==> config.mk <==
export PLATFORM = sky130hd
export DESIGN_NAME = lpc_mem_target
export DESIGN_NICKNAME = d
export VERILOG_FILES = /design/src/rtl/lpc_tgt_pkg.sv /design/src/rtl/lpc_nib_collect.sv /design/src/rtl/lpc_win_decode.sv /design/src/rtl/lpc_sync_timer.sv /design/src/rtl/lpc_be_port.sv /design/src/rtl/lpc_mem_target.sv
export SDC_FILE = /design/constraint.sdc
export NUM_CORES = 1
export LEC_CHECK = 0
export BUFFER_PORTS_ARGS = -buffer_cell sky130_fd_sc_hd__buf_2
export CORE_MARGIN = 2
export CORE_UTILIZATION = 40
export CTS_CLUSTER_DIAMETER = 120
export DETAILED_ROUTE_END_ITERATION = 7
export GPL_ROUTABILITY_DRIVEN = 0
export PLACE_DENSITY = 0.6
export SLEW_MARGIN = 25
export SYNTH_ARGS = -nofsm -noshare
export SYNTH_HDL_FRONTEND = slang
export SYNTH_SLANG_ARGS = --single-unit
==> constraint.sdc <==
create_clock -name clk -period 5.8 [get_ports clk]
set_input_delay 0.58 -clock clk [delete_from_list [all_inputs] [get_ports clk]]
set_output_delay 0.58 -clock clk [all_outputs]
set_load 0.005 [all_outputs]
==> src/rtl/lpc_tgt_pkg.sv <==
package lpc_tgt_pkg;

    localparam int NIB_W  = 4;
    localparam int BYTE_W = 8;

    // bus code values
    localparam logic [3:0] NIB_START     = 4'b0000;
    localparam logic [3:0] NIB_CT_RD     = 4'b0100;
    localparam logic [3:0] NIB_CT_WR     = 4'b0110;
    localparam logic [3:0] NIB_SYNC_WAIT = 4'b0101;
    localparam logic [3:0] NIB_SYNC_OK   = 4'b0000;
    localparam logic [3:0] NIB_TAR       = 4'b1111;

    typedef enum logic [3:0] {
        ST_IDLE,
        ST_CTYPE,
        ST_ADDR,
        ST_WDATA,
        ST_HTAR,
        ST_SYNC,
        ST_RDATA,
        ST_TTAR,
        ST_SKIP
    } lpc_st_e;

endpackage

==> src/rtl/lpc_nib_collect.sv <==
module lpc_nib_collect #(
    parameter int NIBS      = 8,
    parameter bit MSB_FIRST = 1'b1
) (
    input  logic               clk,
    input  logic               rst_n,
    input  logic               clr,
    input  logic               shift,
    input  logic [3:0]         nib,
    output logic [NIBS*4-1:0]  nxt,
    output logic               last
);
    localparam int W  = NIBS * 4;
    localparam int CW = (NIBS > 1) ? $clog2(NIBS) : 1;

    logic [W-5:0]  held;
    logic [CW-1:0] idx;

    // field value including the nibble on the bus now
    generate
        if (MSB_FIRST) begin : g_msb
            assign nxt = {held, nib};
            always_ff @(posedge clk or negedge rst_n) begin
                if (!rst_n)
                    held <= '0;
                else if (shift)
                    held <= nxt[W-5:0];
            end
        end else begin : g_lsb
            assign nxt = {nib, held};
            always_ff @(posedge clk or negedge rst_n) begin
                if (!rst_n)
                    held <= '0;
                else if (shift)
                    held <= nxt[W-1:4];
            end
        end
    endgenerate

    always_ff @(posedge clk or negedge rst_n) begin
        if (!rst_n)
            idx <= '0;
        else if (clr)
            idx <= '0;
        else if (shift)
            idx <= last ? '0 : idx + 1'b1;
    end

    assign last = (idx == CW'(NIBS - 1));

endmodule

==> src/rtl/lpc_win_decode.sv <==
module lpc_win_decode #(
    parameter int                BUS_AW   = 32,
    parameter int                MEM_AW   = 8,
    parameter logic [BUS_AW-1:0] WIN_BASE = 32'hFFFF_FF00
) (
    input  logic [BUS_AW-1:0] addr,
    output logic              hit,
    output logic [MEM_AW-1:0] off
);
    // window is aligned on its own size
    assign hit = (addr[BUS_AW-1:MEM_AW] == WIN_BASE[BUS_AW-1:MEM_AW]);
    assign off = addr[MEM_AW-1:0];

endmodule

==> src/rtl/lpc_sync_timer.sv <==
module lpc_sync_timer #(
    parameter int WAIT_CYC = 3
) (
    input  logic                           clk,
    input  logic                           rst_n,
    input  logic                           run,
    output logic [$clog2(WAIT_CYC+1)-1:0]  cnt
);
    localparam int CW = $clog2(WAIT_CYC + 1);

    // counts cycles spent in the wait phase, saturating at the minimum
    always_ff @(posedge clk or negedge rst_n) begin
        if (!rst_n)
            cnt <= '0;
        else if (!run)
            cnt <= '0;
        else if (cnt != CW'(WAIT_CYC))
            cnt <= cnt + 1'b1;
    end

endmodule

==> src/rtl/lpc_be_port.sv <==
module lpc_be_port #(
    parameter int MEM_AW = 8
) (
    input  logic              clk,
    input  logic              rst_n,
    input  logic              issue_rd,
    input  logic              issue_wr,
    input  logic              cancel_rd,
    input  logic              clr_done,
    input  logic [MEM_AW-1:0] addr_in,
    input  logic [7:0]        wdata_in,
    output logic              be_req,
    output logic              be_we,
    output logic [MEM_AW-1:0] be_addr,
    output logic [7:0]        be_wdata,
    input  logic [7:0]        be_rdata,
    input  logic              be_ready,
    output logic              done,
    output logic [7:0]        rdata
);
    always_ff @(posedge clk or negedge rst_n) begin
        if (!rst_n) begin
            be_req   <= 1'b0;
            be_we    <= 1'b0;
            be_addr  <= '0;
            be_wdata <= '0;
            done     <= 1'b0;
            rdata    <= '0;
        end else begin
            if (clr_done)
                done <= 1'b0;
            if (be_req && be_ready) begin
                be_req <= 1'b0;
                done   <= 1'b1;
                if (!be_we)
                    rdata <= be_rdata;
            end else if (cancel_rd && be_req && !be_we) begin
                // reads have no side effect; writes survive aborts
                be_req <= 1'b0;
            end
            if (!be_req && (issue_rd || issue_wr)) begin
                be_req  <= 1'b1;
                be_we   <= issue_wr;
                be_addr <= addr_in;
                done    <= 1'b0;
                if (issue_wr)
                    be_wdata <= wdata_in;
            end
        end
    end

endmodule

==> src/rtl/lpc_mem_target.sv <==
module lpc_mem_target
    import lpc_tgt_pkg::*;
#(
    parameter int                    ADDR_NIB = 8,
    parameter int                    TAR_CYC  = 2,
    parameter int                    WAIT_CYC = 3,
    parameter int                    MEM_AW   = 8,
    parameter logic [ADDR_NIB*4-1:0] WIN_BASE = 32'hFFFF_FF00
) (
    input  logic              clk,
    input  logic              rst_if_n,
    input  logic              rst_cpu_n,
    input  logic              frame_n,
    input  logic [3:0]        lad_in,
    output logic [3:0]        lad_out,
    output logic              lad_oe,
    output logic              be_req,
    output logic              be_we,
    output logic [MEM_AW-1:0] be_addr,
    output logic [7:0]        be_wdata,
    input  logic [7:0]        be_rdata,
    input  logic              be_ready
);
    localparam int BUS_AW = ADDR_NIB * NIB_W;
    localparam int PHW    = (TAR_CYC > 2) ? $clog2(TAR_CYC) : 1;
    localparam int SCW    = $clog2(WAIT_CYC + 1);

    logic              rst_n;
    lpc_st_e           st, st_nx;
    logic [PHW-1:0]    ph;
    logic              dir_wr;
    logic [MEM_AW-1:0] off_q;

    logic              start_seen, abort_seen;
    logic              a_shift, a_last, d_shift, d_last;
    logic [BUS_AW-1:0] a_nxt;
    logic [BYTE_W-1:0] d_nxt;
    logic              win_hit;
    logic [MEM_AW-1:0] win_off;
    logic [SCW-1:0]    sync_cnt;
    logic              waited, sync_ok;
    logic              issue_rd, issue_wr;
    logic              be_done;
    logic [7:0]        rd_byte;
    logic [MEM_AW-1:0] req_addr;

    // either reset deselects the target
    assign rst_n = rst_if_n & rst_cpu_n;

    assign start_seen = !frame_n && (lad_in == NIB_START);
    assign abort_seen = !frame_n;

    assign a_shift  = frame_n && (st == ST_ADDR);
    assign d_shift  = frame_n && (st == ST_WDATA);
    assign issue_rd = a_shift && a_last && win_hit && !dir_wr;
    assign issue_wr = d_shift && d_last;
    assign req_addr = issue_wr ? off_q : win_off;

    assign waited  = (sync_cnt == SCW'(WAIT_CYC));
    assign sync_ok = waited && be_done;

    lpc_nib_collect #(.NIBS(ADDR_NIB), .MSB_FIRST(1'b1)) addr_i (
        .clk   (clk),
        .rst_n (rst_n),
        .clr   (start_seen),
        .shift (a_shift),
        .nib   (lad_in),
        .nxt   (a_nxt),
        .last  (a_last)
    );

    lpc_nib_collect #(.NIBS(BYTE_W / NIB_W), .MSB_FIRST(1'b0)) data_i (
        .clk   (clk),
        .rst_n (rst_n),
        .clr   (start_seen),
        .shift (d_shift),
        .nib   (lad_in),
        .nxt   (d_nxt),
        .last  (d_last)
    );

    lpc_win_decode #(.BUS_AW(BUS_AW), .MEM_AW(MEM_AW), .WIN_BASE(WIN_BASE)) win_i (
        .addr (a_nxt),
        .hit  (win_hit),
        .off  (win_off)
    );

    lpc_sync_timer #(.WAIT_CYC(WAIT_CYC)) tmr_i (
        .clk   (clk),
        .rst_n (rst_n),
        .run   (st == ST_SYNC),
        .cnt   (sync_cnt)
    );

    lpc_be_port #(.MEM_AW(MEM_AW)) be_i (
        .clk       (clk),
        .rst_n     (rst_n),
        .issue_rd  (issue_rd),
        .issue_wr  (issue_wr),
        .cancel_rd (abort_seen),
        .clr_done  (start_seen),
        .addr_in   (req_addr),
        .wdata_in  (d_nxt),
        .be_req    (be_req),
        .be_we     (be_we),
        .be_addr   (be_addr),
        .be_wdata  (be_wdata),
        .be_rdata  (be_rdata),
        .be_ready  (be_ready),
        .done      (be_done),
        .rdata     (rd_byte)
    );

    // next state
    always_comb begin
        st_nx = st;
        if (!frame_n) begin
            st_nx = (lad_in == NIB_START) ? ST_CTYPE : ST_IDLE;
        end else begin
            unique case (st)
                ST_IDLE:  st_nx = ST_IDLE;
                ST_CTYPE: st_nx = ((lad_in == NIB_CT_RD) || (lad_in == NIB_CT_WR))
                                  ? ST_ADDR : ST_SKIP;
                ST_ADDR: begin
                    if (a_last) begin
                        if (!win_hit)
                            st_nx = ST_SKIP;
                        else
                            st_nx = dir_wr ? ST_WDATA : ST_HTAR;
                    end
                end
                ST_WDATA: if (d_last) st_nx = ST_HTAR;
                ST_HTAR:  if (ph == PHW'(TAR_CYC - 1)) st_nx = ST_SYNC;
                ST_SYNC:  if (sync_ok) st_nx = dir_wr ? ST_TTAR : ST_RDATA;
                ST_RDATA: if (ph == PHW'(1)) st_nx = ST_TTAR;
                ST_TTAR:  if (ph == PHW'(TAR_CYC - 1)) st_nx = ST_IDLE;
                ST_SKIP:  st_nx = ST_SKIP;
                default:  st_nx = ST_IDLE;
            endcase
        end
    end

    // state register
    always_ff @(posedge clk or negedge rst_n) begin
        if (!rst_n) begin
            st     <= ST_IDLE;
            ph     <= '0;
            dir_wr <= 1'b0;
            off_q  <= '0;
        end else begin
            st <= st_nx;
            ph <= (st_nx != st) ? '0 : ph + 1'b1;
            if (st == ST_CTYPE && frame_n)
                dir_wr <= (lad_in == NIB_CT_WR);
            if (a_shift && a_last)
                off_q <= win_off;
        end
    end

    // bus outputs
    always_comb begin
        lad_oe  = 1'b0;
        lad_out = 4'b0000;
        unique case (st)
            ST_SYNC: begin
                lad_oe  = 1'b1;
                lad_out = sync_ok ? NIB_SYNC_OK : NIB_SYNC_WAIT;
            end
            ST_RDATA: begin
                lad_oe  = 1'b1;
                lad_out = ph[0] ? rd_byte[7:4] : rd_byte[3:0];
            end
            ST_TTAR: begin
                if (ph == '0) begin
                    lad_oe  = 1'b1;
                    lad_out = NIB_TAR;
                end
            end
            ST_IDLE, ST_CTYPE, ST_ADDR, ST_WDATA, ST_HTAR, ST_SKIP: begin
                lad_oe  = 1'b0;
                lad_out = 4'b0000;
            end
            default: begin
                lad_oe  = 1'b0;
                lad_out = 4'b0000;
            end
        endcase
    end

endmodule

==> results.toml <==
[worst_setup_path]
critPathKind = "register to register"
end_kind = "register"
arrival_ps = 3070
rrSetupSlack_ps = 3000
worst_r2r_endpoint = "be_i.be_addr[0]$_DFFE_PN0P_"
required_ps = 6060
worstSetupStartpointType = "register"
r2r-start = "st[0]$_DFF_PN0_"
cp_max_fo = 19
reg2reg_depth = 6

[drt]
routed_wl_um = 7320
ant_nets = 0
vias_per_cell = 5.16
drc = 0
drtPass1Iterations = 4
wl_per_cell_um = 14.5
drtIter0Drc = 145
routed-via-count = 2606

[timing]
finClkSkew_ps = 9.50
slew_headroom_pct = 50.2
grt_setup_unrepaired = "false"
worst_pin_slew_ps = 747
hold_viol = 0
setup_tns_ps = 0
setup_viol = 0
slew_viol_final = 0
whs_ps = 298
fin_crit_ps = 2800
fmax_ghz = 0.357
fin_crit_sh_pct = 48.3

[synth]
synth_mux_area_share_pct = 12.6
synth.area.top_cells = "dfrtp_1 54%, nand2_1 10%, mux2_2 6.1%, mux2i_1 3.3%, mux2_4 3.3%"
post_synth.cell_area_avg_um2 = 10.4
synth_top_family_by_area = "simple AND/OR/NAND/NOR gates"
syn_area_um2 = 3690
ys_types = 49
ys_ff_latch = 79
ys_seq_area_share_pct = 53.5
synthAdderAreaFrac_pct = 1.02
synth_nets = 375
yosys_warnings = 0
yosysTopAreaCell = "dfrtp_1"
syn_inst = 355
yosysTopAreaCellShare_pct = 53.5
synth_compound_area_share_pct = 8.40
synth_xor_area_share_pct = 0.712
synthSimpleGateAreaFrac_pct = 20.1

[clocking]
cts_tree = "yes"
cts_buffers = 9
hold_buffers = 0
htree_levels = 3
clkSinkCount = 79
clk_path_buf_depth = 2
post_cts_resized = 0
clkTransAtPathRegs_ps = 80
post-cts-setup-buffers = 0
cts_root_buf = "clkbuf_8"
clock_latency_ps = 340

[grt]
grt_use_total_pct = 15.7
grt_overflow = 0
antenna_found_initial = 0
grt_max_degree = 80
grt_pass1_wl_um = 12500
grt_pass1_vias = 2620

[floorplanning]
die-height_um = 100
coreArea_um2 = 9110
row_count = 35
io_pins = 40
initial_core_util_pct = 40.5
fp.dieArea_um2 = 10000
die_w_um = 100

[layout]
nFillCells = 904
antenna_cells = 0
syn_to_final_growth_pct = 12.1
drive_gt1_share_pct = 26.1
nets = 410

[placement]
io_buffers = 39
dp_hpwl_um = 4940

[pwr]
p_comb_share_pct = 4.0
swShare_pct = 22.7
p_switching_mw = 0.222
seq_power_share_pct = 57.5
p_per_area_nw_per_um2 = 236
power_leakage_nw = 2.11
power.internal_mw = 0.755
clock_power_share_pct = 38.5
ir_worst_vdd_v = 0.000124

[flow_run]
maxCapViolCount = 0

[worst_hold_path]
hp-class = "primary input to asynchronous set/reset pin"

[run_status]
outcome = "completed"
## cells in the mapped netlist, drive strengths merged
cell / number
a211o: 2
a211oi: 1
a21bo: 1
a21o: 1
a21oi: 18
a22o: 3
a31oi: 1
and2: 4
and3: 4
and4b: 1
buf: 9
clkbuf: 9
dfrtp: 79
ha: 3
inv: 4
mux2: 28
mux2i: 12
nand2: 101
nand2b: 3
nand3: 2
nand4: 7
nand4b: 1
nor2: 27
nor2b: 2
nor3: 6
nor3b: 2
nor4: 2
nor4b: 1
o2111ai: 1
o211a: 1
o211ai: 1
o21a: 1
o21ai: 4
o21ba: 1
o221ai: 1
o311ai: 1
o31ai: 4
or2: 2
or4: 1
xnor2: 2
xor2: 1
## through the flow
step	setup WS, ps	std cells	utilization [%]	power [mW]	area [µm²]
after floorplan	2760	355	-	0.595	3690
after global placement	3120	489	43.1	0.611	3930
after detailed placement	3020	489	43.1	0.611	3930
after CTS	2990	504	45.2	0.991	4110
after global routing	2730	505	45.5	1.02	4140
final	3000	505	45.5	0.977	4140
## power groups by stage
| stage | clock, mW | sequential, mW | combinational, mW |
|---|---|---|---|
| after floorplan | 0 | 0.566 | 0.0290 |
| after global placement | 0 | 0.573 | 0.0373 |
| after detailed placement | 0 | 0.573 | 0.0375 |
| after CTS | 0.391 | 0.562 | 0.0378 |
| after global routing | 0.415 | 0.563 | 0.0444 |
| final | 0.376 | 0.562 | 0.0388 |
## kinds of logic (layout without fill, tap and decap cells)
group	Yosys count	after routing
XOR/XNOR	3	3
adder cells (fa/ha/maj)	3	3
AND/OR/NAND/NOR	166	166
flip-flops	79	79
buffers and inverters	22	61
multiplexers	40	40
AO/OA/AOI/OAI	42	42
## placed cells by master (no fill, tap or decap), drive strengths merged, types with 2 or more instances in the layout
cell type  netlist  layout
a211o            2       2
a21oi           18      18
a22o             3       3
and2             4       4
and3             4       4
buf              9      42
clkbuf           9      12
clkinv           0       2
dfrtp           79      79
ha               3       3
inv              4       4
mux2            28      28
mux2i           12      12
nand2          101     101
nand2b           3       3
nand3            2       2
nand4            7       7
nor2            27      27
nor2b            2       2
nor3             6       6
nor3b            2       2
nor4             2       2
o21ai            4       4
o31ai            4       4
or2              2       2
xnor2            2       2
## flip-flops by register name (all words and copies together) (netlist names)
signal	cells
addr_i.held	28
addr_i.idx	3
be_i.be_addr	8
be_i.be_req	1
be_i.be_wdata	8
be_i.be_we	1
be_i.done	1
be_i.rdata	8
data_i.held	4
data_i.last	1
dir_wr	1
off_q	8
ph	1
st	4
tmr_i.cnt	2
## how the worst max path moves through the flow
stage	slack, ps	startpoint	end
2_1_floorplan	2760	rst_cpu_n	addr_i.held[0]$_DFFE_PN0P_
3_3_place_gp	3120	st[0]$_DFF_PN0_	be_i.be_addr[0]$_DFFE_PN0P_
3_5_place_dp	3020	st[0]$_DFF_PN0_	be_i.be_addr[4]$_DFFE_PN0P_
4_1_cts	2990	st[0]$_DFF_PN0_	be_i.be_addr[0]$_DFFE_PN0P_
5_1_grt	2730	st[0]$_DFF_PN0_	be_i.be_addr[2]$_DFFE_PN0P_
6_report	3000	st[0]$_DFF_PN0_	be_i.be_addr[0]$_DFFE_PN0P_
## cell type report
type | instances | area [µm²] | share of cell area (%)
clock inverters | 3 | 17.5 | 0.423
well taps | 111 | 139 | 3.35
clock buffers | 12 | 165 | 3.99
multi-input cells | 254 | 1590 | 38.4
repair buffers | 42 | 238 | 5.74
flip-flops and latches | 79 | 1980 | 47.7
inverters | 4 | 15.0 | 0.363
## per-layer routing
metal	GRT usage, %	part of all wire (%)	up-vias
met1	22.0	50	1270
met5	0	0	-
met3	2.65	3.9	11
met2	24.3	44	56
li1	-	-	1269
met4	6.74	2.0	0
## critical path: stages (launching register included)
cell and delay (ps):
dfrtp_1 740, and2_1 290, and3_1 220, and3_1 540, o21ba_1 680, nor2_1 110
a21oi_2 130
No activity file was read; power rests on OpenSTA's default activity.
